$ cat src/rtl/frecip_est.sv
module frecip_est #(
  parameter int XLEN = 64,
  parameter int TBITS = 7
) (
  input  logic            clk,
  input  logic            rst_n,
  input  logic            in_valid,
  input  logic [1:0]      fmt,
  input  logic [2:0]      rm,
  input  logic [XLEN-1:0] operand,
  output logic            out_valid,
  output logic [XLEN-1:0] result,
  output logic            flag_invalid,
  output logic            flag_divzero,
  output logic            flag_overflow,
  output logic            flag_underflow,
  output logic            flag_inexact
);
  localparam int FW = 52;
  localparam int EW = 11;
  localparam int TN = 1 << TBITS;

  function automatic logic [TBITS-1:0] tab_val(input int i);
    int d;
    d = 257 + 2 * i;
    return TBITS'((131072 + d) / (2 * d) - 128);
  endfunction

  logic [TBITS-1:0] rtab [TN];
  for (genvar g = 0; g < TN; g++) begin : g_tab
    assign rtab[g] = tab_val(g);
  end

  logic              sgn;
  logic [EW-1:0]     ex, emax;
  logic [FW-1:0]     fr;
  logic signed [12:0] bias2m1;

  always_comb begin
    case (fmt)
      2'd0: begin
        sgn = operand[15]; ex = {6'b0, operand[14:10]};
        fr = {operand[9:0], 42'b0}; emax = 11'h01F; bias2m1 = 13'sd29;
      end
      2'd1: begin
        sgn = operand[31]; ex = {3'b0, operand[30:23]};
        fr = {operand[22:0], 29'b0}; emax = 11'h0FF; bias2m1 = 13'sd253;
      end
      default: begin
        sgn = operand[63]; ex = operand[62:52];
        fr = operand[51:0]; emax = 11'h7FF; bias2m1 = 13'sd2045;
      end
    endcase
  end

  wire fr_nz   = |fr;
  wire is_inf  = (ex == emax) && !fr_nz;
  wire is_nan  = (ex == emax) && fr_nz;
  wire is_snan = is_nan && !fr[FW-1];
  wire is_zero = (ex == '0) && !fr_nz;
  wire is_sub  = (ex == '0) && fr_nz;

  logic [5:0] lz;
  logic       hit;
  always_comb begin
    lz  = '0;
    hit = 1'b0;
    for (int i = FW - 1; i >= 0; i--) begin
      if (!hit) begin
        if (fr[i]) hit = 1'b1;
        else       lz  = lz + 6'd1;
      end
    end
  end

  wire ovf = is_sub && (lz >= 6'd2);
  wire [FW-1:0] nfr = is_sub ? (fr << (lz + 6'd1)) : fr;
  wire signed [12:0] e_norm = is_sub ? -$signed({7'b0, lz}) : $signed({2'b0, ex});
  wire signed [12:0] oexp = bias2m1 - e_norm;
  wire [TBITS-1:0] tval = rtab[nfr[FW-1 -: TBITS]];
  wire to_max = (rm == 3'd1) || (rm == 3'd2 && !sgn) || (rm == 3'd3 && sgn);

  logic [FW-1:0] mfr;
  logic [EW-1:0] mex;
  logic          msg;
  always_comb begin
    msg = sgn;
    if (is_nan) begin
      msg = 1'b0; mex = emax; mfr = {1'b1, {(FW-1){1'b0}}};
    end else if (is_inf) begin
      mex = '0; mfr = '0;
    end else if (is_zero) begin
      mex = emax; mfr = '0;
    end else if (ovf) begin
      mex = to_max ? emax - 11'd1 : emax;
      mfr = to_max ? '1 : '0;
    end else if (oexp == 13'sd0) begin
      mex = '0; mfr = {1'b1, tval, {(FW-TBITS-1){1'b0}}};
    end else if (oexp == -13'sd1) begin
      mex = '0; mfr = {2'b01, tval, {(FW-TBITS-2){1'b0}}};
    end else begin
      mex = oexp[EW-1:0]; mfr = {tval, {(FW-TBITS){1'b0}}};
    end
  end

  logic [XLEN-1:0] packed_res;
  always_comb begin
    case (fmt)
      2'd0:    packed_res = {48'b0, msg, mex[4:0], mfr[FW-1 -: 10]};
      2'd1:    packed_res = {32'b0, msg, mex[7:0], mfr[FW-1 -: 23]};
      default: packed_res = {msg, mex, mfr};
    endcase
  end

  always_ff @(posedge clk or negedge rst_n) begin
    if (!rst_n) begin
      out_valid     <= 1'b0;
      result        <= '0;
      flag_invalid  <= 1'b0;
      flag_divzero  <= 1'b0;
      flag_overflow <= 1'b0;
      flag_inexact  <= 1'b0;
    end else begin
      out_valid     <= in_valid;
      flag_invalid  <= in_valid && is_snan;
      flag_divzero  <= in_valid && is_zero;
      flag_overflow <= in_valid && ovf;
      flag_inexact  <= in_valid && ovf;
      if (in_valid) result <= packed_res;
    end
  end

  assign flag_underflow = 1'b0;
endmodule

$ cat config.mk
export PLATFORM = sky130hd
export DESIGN_NAME = frecip_est
export DESIGN_NICKNAME = d
export VERILOG_FILES = /design/src/rtl/frecip_est.sv
export SDC_FILE = /design/constraint.sdc
export NUM_CORES = 1
export LEC_CHECK = 0
export ABC_AREA = 1
export BUFFER_PORTS_ARGS = -buffer_cell sky130_fd_sc_hd__buf_2
export CAP_MARGIN = 25
export CORE_MARGIN = 1.5
export CORE_UTILIZATION = 35
export CTS_CLUSTER_SIZE = 40
export DETAILED_ROUTE_END_ITERATION = 8
export HOLD_SLACK_MARGIN = 0.15
export PLACE_DENSITY = 0.54
export SLEW_MARGIN = 20
export SYNTH_ARGS = -nofsm -noshare
export SYNTH_HDL_FRONTEND = slang
export SYNTH_SLANG_ARGS = --single-unit
export TNS_END_PERCENT = 1
$ cat constraint.sdc
create_clock -name clk -period 1.55 [get_ports clk]
set_clock_uncertainty 0.1 [all_clocks]
set_input_delay 0.3875 -clock clk [delete_from_list [all_inputs] [get_ports clk]]
set_output_delay 0.3875 -clock clk [all_outputs]
set_load 0.03 [all_outputs]
* Word level (Yosys, flattened, before mapping)
Memory sizes are Yosys's and may differ from the RTL's.
Index checks and enable logic that the tools add are counted.
Widths: inputs -> output; s select.
** Operators by class
- Add/sub/neg operators :: 55
- $mul :: 0
- Div/mod/pow operators :: 0
- $lt $le $gt $ge :: 2
- Equal/unequal tests :: 6
- Shift operators :: 1
- Muxes and demuxes :: 229
- Bitwise operators :: 1
- Reduce and logical (&&, ||, !) cells :: 20
** Operators with widths (number)
- $mux 6 :: 102
- $mux 52 :: 8
- $add 6x1->6 const B :: 52
- $pmux 64 s2 :: 1
- $pmux 52 s2 :: 1
- $mux 1 :: 103
- $mux 11 :: 7
- $pmux 11 s2 :: 3
- $reduce_or 52->1 :: 1
- $shl 52x6->52 :: 1
- $mux 7 :: 2
- $eq 13x1->1 const B :: 1
- $logic_not 13->1 :: 1
- $mux 13 :: 1
- $neg 6->13 :: 1
- $sub 13x13->13 :: 1
- $eq 11x11->1 :: 1
- $logic_and 1x1->1 :: 11
- $logic_not 11->1 :: 1
- $sub 11x1->11 const B :: 1
- $ge 8x8->1 const B :: 1
- $not 7->8 :: 1
- $eq 3x2->1 const B :: 2
- $ge 6x2->1 const B :: 1
- 6 further kinds :: 9
** Word-level totals
- Register bits :: 68
- Bits in latches :: 0
- Bits in writable memories :: 0
- Memory bits (read-only) :: 896
- Bits of input ports :: 72
- Output and inout port bits :: 70
- Logic and storage cells :: 320
- Memories kept :: 1
** Memories
- (name not given) :: depth 128, bits a word 7, rd ports 1, clocked after memory_dff 0, wr ports 0, line 80 : wire [TBITS-1:0] tval = rtab[nfr[FW-1 -: TBITS]];

* Depth between registers and ports, before layout
Gate-level depths: netlist (run 1).
- Depth after elaboration :: 170
- Gate-level depth with buffers :: 219
- Mapped depth without buffers :: 216

* Least setup slack after synthesis (run 1)
Ideal clock, no wire load.
- Kind :: input-to-reg
- From :: input port fmt[0]
- To :: register result[43]
- Setup time :: 121 ps
- Data arrival time :: 29385 ps
- Required time :: 1329 ps
- Slack :: -28056 ps
- Stages :: 214
- Path buffers :: 4
- Cells stage by stage :: buf_4 > nor2_4 > buf_8 > nand2_2 > nand3_4 > nand2_4 > o21ai_0 > inv_1 > ha_1 > inv_1 > o211ai_1 > nand2_1 > inv_1 > ha_1 > a21oi_1 > a21boi_0 > ha_1 > nand2_1 > [... 178 more ...] > nand2_1 > nand2_1 > nand2_1 > nand3_1 > nand3_1 > nand2_1 > inv_2 > ha_1 > inv_1 > nand2_2 > nand3_1 > nand3_1 > nand3_1 > nand3_1 > nand2_1 > nand2_1 > and2_1 > a22o_1
** On the way
- Word-level cells in the longest chain between the ends :: 170
- Elaborated cells on any way between the ends :: 297
- Classes of those cells :: 54 x add/sub; 1 x order compare; 3 x eq/ne; 1 x shift; 221 x mux; 1 x bitwise; 15 x reduce/logical; 1 x memory
** Ends and longest elaborated chain
- start: declaration :: line 8 : input logic [1:0] fmt,
- $eq 2x1->1 / $logic_not 2->1 (equally long branches) :: line 40, 108
- $pmux 52 s2 :: line 40 : case (fmt)
- $mux 1 :: line 70 : if (fr[i]) hit = 1'b1;
- $add 6x1->6 :: line 71 : else lz = lz + 6'd1;
- $mux 6 :: line 70
- $mux 6 :: line 69 : if (!hit) begin
- $add 6x1->6 :: line 71
- $mux 6 :: line 70
- [... 153 more ...]
- $mux 7 (implied by the code) (2 in a row) :: line 80
- $mux 52 :: line 99 : end else if (oexp == -13'sd1) begin
- $mux 52 :: line 97 : end else if (oexp == 13'sd0) begin
- $mux 52 :: line 94 : end else if (ovf) begin
- $mux 52 :: line 92 : end else if (is_zero) begin
- $mux 52 :: line 90 : end else if (is_inf) begin
- $mux 52 :: line 88 : if (is_nan) begin
- $pmux 64 s2 (*) :: line 108 : case (fmt)
- end signal: assignment :: line 129 : if (in_valid) result <= packed_res;
- end: declaration :: line 12 : output logic [XLEN-1:0] result,
Mark *: on every way between the ends. The rest lies on a longest branch, timed or not. The select of a mux whose other input is x is not followed.
A chain may end at the register's enable or synchronous reset.

* Final worst setup path (run 1)
- From :: input port fmt[1]
- To :: register result[49]
The elaborated chain is that of the path after synthesis.

==> out/metrics.csv, run 1 <==
stage,metric,value,unit
run_status,outcome,finished with violations,
run_status,failing checks,setup timing,
global_routing,M3 GR Usage,1.32,%
worst_setup_path,critical path arrival,27370,ps
worst_setup_path,CP Max Fanout,7,
route,vias per std cell,4.81,
floorplan,Die Y,209,µm
synthesis,"Seq/Total Area, Yosys",9.78,%
synthesis,Yosys warning count,0,
synthesis,"top cells by area, synth","nand2_1 23%, nand3_1 11%, inv_1 10%, dfrtp_1 9.8%, nor2_1 5.8%",
global_routing,global-route wire length before repair,91.5,mm
cts,Worst-Skew Late Latency,320,ps
worst_setup_path,CP endpoint kind,flip-flop,
power,sw power,5.55,mW
power,Flop pwr share,13.8,%
global_routing,global routing's busiest layer,met2,
floorplan,Initial Utilization,35.5,%
floorplan,die area,43600,µm²
cts,CTS max path bufs,2,
power,internal power,7.05,mW
placed_design,Post-DP Area,21400,µm²
worst_setup_path,CP startpoint kind,primary input,
placed_design,gpl congestion,0.948,
cts,Root Buffer,clkbuf_16,
timing,final setup margin,-25680,ps
timing,Slew HR,59.7,%
worst_setup_path,Setup CP Type,in2reg,
cells_and_area,final net count,3755,
timing,worst-margin pin slew,598,ps
route,drt drc,0,
route,DR vias,20000,
worst_setup_path,CP required,1690,ps
power,Leakage,13.1,nW
synthesis,Synth top area share,22.9,%
cts,TritonCTS clock tree,yes,
global_routing,grt ovf,0,
power,VDD IR-drop max,0.519,mV
cts,htree depth,3,
floorplan,num ports,142,
cells_and_area,Final Cell Area,23500,µm²
cts,CTS Buf Count,9,
global_routing,met1 Usage GRT,34.0,%
global_routing,pin count of the biggest net entering global routing,59,
route,Post-Route WL,58.5,mm
floorplan,num rows,75,
flow_run,Max Cap Viol,0,
timing,period utilization,1760,%
placed_design,I/O Buffers,140,
synthesis,"flops & latches, synth",58,
power,Tot Pwr,12.6,mW
route,Iter 0 DRT Violations,1252,
synthesis,post-synthesis cell area,14800,µm²
floorplan,die extent in x,209,µm
cts,"Clk pin slew, worst setup/hold paths",50,ps
timing,endpoints failing hold,0,
timing,pins over their slew limit,0,
worst_hold_path,worst hold-check path type,in2reg,
synthesis,Gate Count Post-Synth,2748,
cells_and_area,post-layout util,56.1,%
timing,FMAX,36.7,MHz
synthesis,leading area contributor after synthesis,nand2_1,
cells_and_area,fin cells,4162,
synthesis,Mean Syn Cell Area,5.40,µm²
synthesis,total nets after synthesis,2886,
placed_design,placed cells,4074,
placed_design,dpl ws,-26920,ps
worst_setup_path,most frequent cell on the critical path,nand2_2,
route,Final ANT Viol Nets,0,
power,switching part of the total power,44.1,%
placed_design,DPL Wire Length,48.1,mm
global_routing,total global-route track usage,25.3,%
worst_setup_path,"slowest stage delay, CP",310,ps
cts,total clock sinks,58,
cells_and_area,Area Growth Syn to Fin,58.2,%
power,Comb pwr share,68.8,%
power,clock network power share,17.4,%
cells_and_area,layout cell share with drive strength beyond 1,39.0,%
synthesis,Synth cell types,62,
power,Pwr Density,537,nW/µm²
cells_and_area,number of fill cells,4229,
floorplan,core area,41900,µm²
route,Routed WL per cell,14.1,µm
global_routing,routing usage on met2,44.6,%
global_routing,initial antenna violation count,1,
timing,"Setup violations, final",57,
global_routing,vias in the first global route,18600,
timing,RSZ-0062 raised after global routing,true,
timing,Final Critical Period,27230,ps
worst_setup_path,slowest CP cell,o211ai_1,
route,Pre-antenna DRT Iters,5,
critical path: cells and delay by family:
family	cells	cell delay, ps
AND/OR/NAND/NOR	96	9480
adder cells (fa/ha/maj)	49	12050
AO/OA/AOI/OAI	21	2810
buffers and inverters	44	2590
synth_stat cells, drive strengths merged:
master       count
a211oi           3
a21boi           2
a21o             1
a21oi           73
a22o             5
a31oi            1
a41oi            1
and2             2
buf             56
clkbuf          13
clkinv           4
conb             1
dfrtp           58
dlygate4sd1      4
dlygate4sd3      5
ha              66
inv            476
mux2i           10
nand2          950
nand3          350
nand3b          10
nand4           29
nor2           294
nor3            32
nor4            15
nor4b            1
o211ai          11
o21a             6
o21ai          185
o21bai           2
o22a             1
o22ai           14
o311ai           1
o31a             1
o31ai            2
o32ai            1
or2             18
xnor2           11
xor2            33
registers in the layout, summed over array words and instances (netlist names):
signal        flops
flag_divzero      1
flag_inexact      1
flag_invalid      1
out_valid         1
result           54
layout make-up:
| cell class | count | area, µm² | share of cell area, % |
|---|---|---|---|
| clock buffers | 12 | 256 | 1.09 |
| repair inverters | 3 | 28.8 | 0.123 |
| flip-flops and latches | 58 | 1450 | 6.19 |
| multi-input cells | 2132 | 12200 | 52.1 |
| inverters | 480 | 1870 | 7.97 |
| repair buffers | 933 | 6890 | 29.3 |
| diodes | 1 | 2.50 | 0.0107 |
| clock inverters | 4 | 73.8 | 0.314 |
| well taps | 539 | 674 | 2.87 |
cell usage in the layout (no fill, tap or decap), drive strengths merged, types with 2 or more instances in the layout:
cell type	netlist	routed
a21boi	2	2
ha	66	66
o31ai	2	2
or2	18	18
o22ai	14	14
o211ai	11	11
o21ai	185	185
nand2	950	950
nand4	29	29
o21a	6	6
inv	476	479
nand3b	10	10
buf	56	928
a21oi	73	73
o21bai	2	2
nand3	350	350
xor2	33	33
bufinv	0	2
clkbuf	13	16
clkinv	4	5
dfrtp	58	58
mux2i	10	10
a211oi	3	3
nor3	32	32
and2	2	2
a22o	5	5
nor4	15	15
xnor2	11	11
nor2	294	294
path summary, 6_finish.rpt:
kind,start,endpoint,slack [ps],cells past startpoint
max in group asynchronous,rst_n,result[42]$_DFFE_PN0P_,580,3
setup reg to reg,result[16]$_DFFE_PN0P_,result[16]$_DFFE_PN0P_,660,2
min in group asynchronous,rst_n,result[49]$_DFFE_PN0P_,500,3
hold / removal,in_valid,result[42]$_DFFE_PN0P_,330,3
hold reg to reg,result[56]$_DFFE_PN0P_,result[56]$_DFFE_PN0P_,380,2
setup / recovery,fmt[1],result[49]$_DFFE_PN0P_,-25680,210
power groups by stage:
stage | Sequential (mW) | Clock (mW) | Combinational (mW)
floorplan | 2.05 | 0 | 3.86
global placement | 1.76 | 0 | 7.09
detailed placement | 1.77 | 0 | 7.18
CTS | 1.74 | 2.22 | 7.33
global route | 1.76 | 2.29 | 9.47
finish | 1.74 | 2.19 | 8.67
routing by layer:
metal,up-vias,routed length (µm)
met1,9090,26600
met4,0,1520
met3,78,2560
met2,436,27800
met5,-,0
li1,10400,-
repair_timing:
| action | in CTS | in global routing |
|---|---|---|
| pin swaps | 25 | 145 |
| cloned | 0 | 8 |
| endpoints found under the hold margin | 58 | 0 |
| hold buffers | 1 | 0 |
| endpoints found under the setup margin | 57 | 68 |
| setup buffers | 11 | 51 |
| resized for setup | 53 | 245 |
cell families (layout without fill, tap and decap cells):
kind of cell | count (synthesis) | in the layout | synth area share (%)
AOI/OAI and AO/OA | 310 | 310 | 11.4
DFF | 58 | 58 | 9.78
xor gates and xnor gates | 44 | 44 | 2.65
muxes | 10 | 10 | 0.675
buffers and inverters | 558 | 1432 | 16.9
other | 1 | 2 | 0.0253
and+or+nand+nor | 1701 | 1701 | 53.0
adders and majority gates | 66 | 66 | 5.57
metrics by stage:
step | setup TNS, ps | hold WS (ps)
floorplan | -1356650 | -8.09
global placement | -1426060 | 310
detailed placement | -1477650 | 315
CTS | -1451110 | 350
global route | -1494530 | 359
finish | -1412930 | 333
No activity file was read; power rests on OpenSTA's default activity.
==> run 2, diff against run 1 <==
- CORE_MARGIN: 1.5 -> 2
- CTS_BUF_LIST: default -> sky130_fd_sc_hd__clkbuf_4 sky130_fd_sc_hd__clkbuf_8
==> out/metrics.csv, run 2 (synthesis gave the netlist of run 1 again) <==
stage,metric,value,unit
timing,TNS Setup,-1395200,ps
floorplan,Die Y,210,µm
floorplan,num ports,142,
cells_and_area,Final Cell Area,22900,µm²
timing,FMAX,37.2,MHz
cts,Worst-Skew Late Latency,330,ps
cells_and_area,final net count,3737,
power,clock network power share,12.7,%
cts,htree depth,3,
global_routing,total global-route track usage,25.4,%
power,VDD IR-drop max,0.488,mV
cts,total clock sinks,58,
worst_hold_path,Hold EP,result[14]$_DFFE_PN0P_,
timing,worst-margin pin slew,546,ps
placed_design,Post-DP Area,21400,µm²
cells_and_area,Biggest register,result,
placed_design,I/O Buffers,140,
global_routing,grt ovf,0,
floorplan,die extent in x,210,µm
power,Flop pwr share,15.3,%
cells_and_area,Largest register FFs,54,
worst_setup_path,Reg-to-Reg End,result[22]$_DFFE_PN0P_,
cells_and_area,layout cell share with drive strength beyond 1,37.8,%
run_status,failing checks,setup timing,
run_status,outcome,finished with violations,
power,switching part of the total power,45.9,%
floorplan,num rows,75,
route,Routed WL per cell,13.8,µm
worst_setup_path,"slowest stage delay, CP",390,ps
floorplan,Initial Utilization,35.5,%
cts,CTS max path bufs,2,
route,Pre-antenna DRT Iters,5,
worst_setup_path,critical path arrival,27020,ps
floorplan,die area,44100,µm²
worst_setup_path,FF-to-FF path depth,2,
timing,Final Critical Period,26890,ps
cts,Root Buffer,clkbuf_8,
timing,Slew HR,63.2,%
worst_setup_path,Worst Setup SP,fmt[1],
power,Leakage,12.9,nW
cells_and_area,"most common cell after layout, fill and taps aside",nand2_1,
timing,Hold WS,323,ps
route,vias per std cell,4.79,
placed_design,DPL Wire Length,48.7,mm
worst_setup_path,slowest CP cell,ha_4,
worst_setup_path,CP Max Fanout,10,
flow_run,Max Cap Viol,0,
worst_setup_path,CP required,1680,ps
route,DR vias,19800,
global_routing,global-route wire length before repair,92.4,mm
route,Final ANT Viol Nets,0,
timing,"Setup violations, final",57,
timing,endpoints failing hold,0,
worst_hold_path,worst hold-check path type,in2reg,
cts,"Clk pin slew, worst setup/hold paths",70,ps
route,Post-Route WL,57.1,mm
route,drt drc,0,
cells_and_area,most frequent cells in the layout,"832 x nand2_1, 761 x buf_4, 381 x inv_1, 308 x nand3_1, 217 x nor2_1",
cts,TritonCTS clock tree,yes,
power,sw power,5.23,mW
cts,CTS Buf Count,9,
placed_design,gpl congestion,0.969,
power,Comb pwr share,72.0,%
timing,pins over their slew limit,0,
cells_and_area,# diodes,0,
cells_and_area,post-layout util,54.7,%
global_routing,initial antenna violation count,1,
cells_and_area,Area Growth Syn to Fin,54.4,%
worst_setup_path,CP endpoint kind,flip-flop,
worst_hold_path,hold path cells,3,
worst_setup_path,CP startpoint kind,primary input,
route,Iter 0 DRT Violations,1240,
placed_design,dpl ws,-26750,ps
worst_hold_path,Hold Path Origin,in_valid,
timing,RSZ-0062 raised after global routing,true,
worst_setup_path,Setup CP Type,in2reg,
global_routing,vias in the first global route,19000,
timing,final setup margin,-25340,ps
global_routing,pin count of the biggest net entering global routing,59,
worst_setup_path,most frequent cell on the critical path,nand2_2,
power,Pwr Density,498,nW/µm²
timing,period utilization,1740,%
floorplan,core area,41900,µm²
worst_setup_path,Worst R2R Start,result[22]$_DFFE_PN0P_,
worst_setup_path,Worst R2R Setup Slack,660,ps
power,internal power,6.17,mW
-- run 2: stage by stage --
step / power, mW / cells
6_report: 11.4 / 4143
5_1_grt: 12.3 / 4143
4_1_cts: 10.8 / 4105
3_5_place_dp: 9.09 / 4080
3_3_place_gp: 9.03 / 4080
2_1_floorplan: 5.91 / 2748
-- run 2: layout make-up --
cell class              instances  area [µm²]
clock inverters                 4        50.0
multi-input cells            2132       12000
repair buffers                917        6710
clock buffers                  12         159
repair inverters                1        11.3
fillers                      4301       18900
well taps                     539         674
inverters                     480        1860
flip-flops and latches         58        1450
-- run 2: critical path, delay by kind of cell --
family,cells,cell delay [ps]
adders and majority gates,50,12370
AOI/OAI and AO/OA,19,2140
buffers and inverters,48,3150
and+or+nand+nor,99,8930
-- run 2: worst max-delay path by stage --
stage | to | depth (start not counted)
2_1_floorplan | result[43]$_DFFE_PN0P_ | 214
3_3_place_gp | result[4]$_DFFE_PN0P_ | 213
3_5_place_dp | result[21]$_DFFE_PN0P_ | 214
4_1_cts | result[1]$_DFFE_PN0P_ | 214
5_1_grt | result[46]$_DFFE_PN0P_ | 217
6_report | result[17]$_DFFE_PN0P_ | 216
-- run 2: layer usage --
metal | up-vias | track usage, % | wire (µm)
met4 | 0 | 6.51 | 1500
li1 | 10400 | - | -
met1 | 8980 | 34.1 | 26900
met3 | 74 | 1.30 | 1940
met2 | 390 | 44.4 | 26800
met5 | - | 0 | 0
-- run 2: power groups by stage --
stage	logic, mW	clock network (mW)	registers (mW)
floorplan	3.86	0	2.05
global placement	7.27	0	1.76
detailed placement	7.32	0	1.77
CTS	7.57	1.46	1.74
global route	9.05	1.51	1.76
finish	8.21	1.45	1.74
-- run 2: what timing repair did --
item	CTS	global route
pin swaps	15	85
endpoints found under the setup margin	68	57
hold buffers	1	0
gates cloned	1	0
endpoints found under the hold margin	58	0
setup buffers	7	38
gates resized for setup	72	171
==> run 3, diff against run 2 <==
- ABC_AREA: 1 -> 0
- GPL_TIMING_DRIVEN: default -> 0
- PLACE_DENSITY: 0.54 -> 0.55
- clock period: 1.55 -> 22.5 ns (I/O delays scaled with it)
==> out/metrics.csv, run 3 <==
stage,metric,value,unit
worst_setup_path,"slowest stage delay, CP",480,ps
synthesis,"Seq/Total Area, Yosys",9.01,%
cells_and_area,fin cells,3174,
cells_and_area,final net count,2705,
flow_run,Max Cap Viol,0,
worst_setup_path,critical path arrival,38500,ps
route,Routed WL per cell,21.6,µm
floorplan,die area,47700,µm²
timing,period utilization,171,%
cts,Worst-Skew Late Latency,350,ps
worst_setup_path,FF-to-FF path depth,1,
synthesis,largest family of logic cells by synthesized area,simple AND/OR/NAND/NOR gates,
timing,FMAX,26.0,MHz
timing,Final Critical Period,38400,ps
worst_setup_path,CP Max Fanout,10,
floorplan,Die Y,218,µm
synthesis,"top cells by area, synth","dfrtp_1 9.0%, nor2_1 6.1%, nand2_1 6.0%, mux2i_1 5.4%, ha_1 5.1%",
floorplan,die extent in x,218,µm
synthesis,xor-xnor portion of the synthesized cell area,13.5,%
worst_setup_path,Setup CP Type,in2reg,
cells_and_area,Area Growth Syn to Fin,26.1,%
synthesis,"flops & latches, synth",58,
timing,worst-margin pin slew,1020,ps
route,DR vias,19400,
synthesis,synth cell count leaders,"260 x nor2_1, 259 x nand2_1, 165 x o21ai_0, 137 x a21oi_1, 90 x xnor2_1",
worst_setup_path,CP required,22590,ps
route,Post-Route WL,68.5,mm
worst_hold_path,Hold EP,result[48]$_DFFE_PN0P_,
synthesis,Synth Area in Adders,5.25,%
timing,endpoints failing hold,0,
cells_and_area,Largest register FFs,54,
timing,"Setup violations, final",54,
global_routing,pin count of the biggest net entering global routing,59,
route,drt drc,0,
global_routing,vias in the first global route,18600,
global_routing,met1 Usage GRT,37.9,%
worst_hold_path,Hold Path Origin,result[48]$_DFFE_PN0P_,
global_routing,routing usage on met2,45.5,%
floorplan,Initial Utilization,35.5,%
synthesis,leading area contributor after synthesis,dfrtp_1,
global_routing,initial antenna violation count,2,
floorplan,num ports,142,
timing,RSZ-0062 raised after global routing,true,
synthesis,Post-synth EDFFs,0,
cts,CTS Buf Count,9,
cells_and_area,"most common cell after layout, fill and taps aside",nand2_1,
timing,pins over their slew limit,0,
worst_hold_path,worst hold-check path type,reg2reg,
synthesis,Async SR Flop Fraction,100,%
cts,CTS max path bufs,2,
cts,htree depth,3,
timing,Slew HR,31.2,%
floorplan,num rows,78,
worst_setup_path,Worst R2R Setup Slack,21560,ps
global_routing,global routing's busiest layer,met2,
run_status,failing checks,setup timing,
cells_and_area,number of fill cells,4629,
synthesis,Synth top area share,9.01,%
global_routing,total global-route track usage,27.7,%
synthesis,post-synthesis cell area,16100,µm²
synthesis,Synth cell types,123,
worst_hold_path,hold path cells,1,
cts,"Clk pin slew, worst setup/hold paths",70,ps
worst_setup_path,Reg-to-Reg End,result[46]$_DFFE_PN0P_,
synthesis,most frequent cell after synthesis,nor2_1,
synthesis,Gate Count Post-Synth,2274,
global_routing,grt ovf,0,
power,Leakage,8.33,nW
timing,final setup margin,-15900,ps
synthesis,mux contribution to synthesized area,9.06,%
placed_design,placed cells,3005,
floorplan,core area,45400,µm²
synthesis,Yosys warning count,0,
power,Pwr Density,43.4,nW/µm²
route,Pre-antenna DRT Iters,6,
worst_setup_path,CP startpoint kind,primary input,
route,Final ANT Viol Nets,0,
cts,TritonCTS clock tree,yes,
worst_setup_path,most frequent cell on the critical path,buf_4,
cells_and_area,layout cell share with drive strength beyond 1,26.8,%
synthesis,Mean Syn Cell Area,7.08,µm²
global_routing,global-route wire length before repair,105,mm
synthesis,Synth Area in Compound Gates,27.7,%
route,Iter 0 DRT Violations,1951,
synthesis,total nets after synthesis,2412,
synthesis,commonest register cell after synthesis,dfrtp_1,
placed_design,gpl congestion,0.951,
cells_and_area,post-layout util,44.8,%
worst_setup_path,Worst R2R Start,result[46]$_DFFE_PN0P_,
run_status,outcome,finished with violations,
cts,Root Buffer,clkbuf_8,
route,vias per std cell,6.12,
placed_design,I/O Buffers,130,
global_routing,M3 GR Usage,3.19,%
power,VDD IR-drop max,0.0342,mV
synthesis,Simple-Gate Fraction of Synth Area,29.7,%
worst_setup_path,slowest CP cell,mux4_2,
cells_and_area,Biggest register,result,
worst_setup_path,CP endpoint kind,flip-flop,
placed_design,DPL Wire Length,53.3,mm
cts,total clock sinks,58,
cells_and_area,most frequent cells in the layout,"247 x nand2_1, 246 x nor2_1, 178 x buf_4, 156 x buf_2, 139 x o21ai_0",
-- run 3: cell count changes after synthesis, sizes merged, moves of 25 or more --
| cell | change |
|---|---|
| nand2 | -689 |
| inv | -423 |
| nand3 | -261 |
| xnor2 | +95 |
| mux2i | +78 |
| a21oi | +66 |
| clkbuf | +61 |
| nor3 | +40 |
| mux2 | +38 |
| nand2b | +33 |
| nor2 | -33 |
| or3 | +27 |
| and3 | +25 |
| xnor3 | +25 |
-- run 3: cells by family after synthesis --
kind of cell	Yosys count
flip-flops	58
other	1
AO/OA/AOI/OAI	667
buffers and inverters	202
AND/OR/NAND/NOR	967
adder cells (fa/ha/maj)	68
multiplexers	132
XOR/XNOR	179
-- run 3: how the worst max path moves through the flow --
stage	slack [ps]	start	cells after the start	to
after detailed placement	-19530	operand[5]	180	result[17]$_DFFE_PN0P_
after global routing	-17170	fmt[0]	197	result[44]$_DFFE_PN0P_
after global placement	-19190	operand[5]	180	result[17]$_DFFE_PN0P_
after floorplan	-14180	fmt[0]	190	result[44]$_DFFE_PN0P_
after CTS	-15790	fmt[0]	191	result[16]$_DFFE_PN0P_
final	-15900	fmt[0]	197	result[16]$_DFFE_PN0P_
-- run 3: repair_timing --
item,CTS,global route
buffers inserted,109,42
hold buffers,0,0
endpoints found under the setup margin,54,54
resized for setup,124,78
pin swaps,89,103
-- run 3: critical path, delay by kind of cell --
| family | cells | cell delay [ps] |
|---|---|---|
| multiplexers | 23 | 5200 |
| AO/OA/AOI/OAI | 52 | 7870 |
| AND/OR/NAND/NOR | 39 | 3570 |
| adder cells (fa/ha/maj) | 44 | 11540 |
| buffers and inverters | 39 | 4570 |
-- run 3: layout make-up --
cell class              count  area, µm²  share of cell area (%)
well taps                 600        751                    3.70
repair buffers            283       1800                    8.85
flip-flops and latches     58       1450                    7.15
clock buffers              11        145                   0.715
multi-input cells        2014      15000                    73.6
plain buffers             146        867                    4.27
diodes                      2       5.00                  0.0246
clock inverters             5        125                   0.616
inverters                  55        211                    1.04
-- run 3: where the power goes --
| part | internal, mW | switching [mW] | total (mW) |
|---|---|---|---|
| registers | 0.115 | 0.00689 | 0.122 |
| clock network | 0.0889 | 0.0439 | 0.133 |
| logic | 0.258 | 0.369 | 0.627 |
| total | 0.462 | 0.419 | 0.882 |
-- run 3: layer usage --
layer,vias up,part of all wire (%)
met5,-,0
met4,0,3.2
met3,121,7.2
met2,838,46
met1,9454,44
li1,9009,-
-- run 3: metrics by stage --
step                      instance area, µm²  hold WS [ps]  setup TNS, ps  worst slack [ps]  power, mW
after floorplan                        16600           554        -747980            -14180      0.496
after global placement                 18000           362       -1012890            -19190      0.633
after detailed placement               18000           370       -1030280            -19530      0.637
after CTS                              19600           387        -831890            -15790      0.829
after global routing                   20300           407        -911260            -17170      0.932
final                                  20300           377        -840790            -15900      0.882
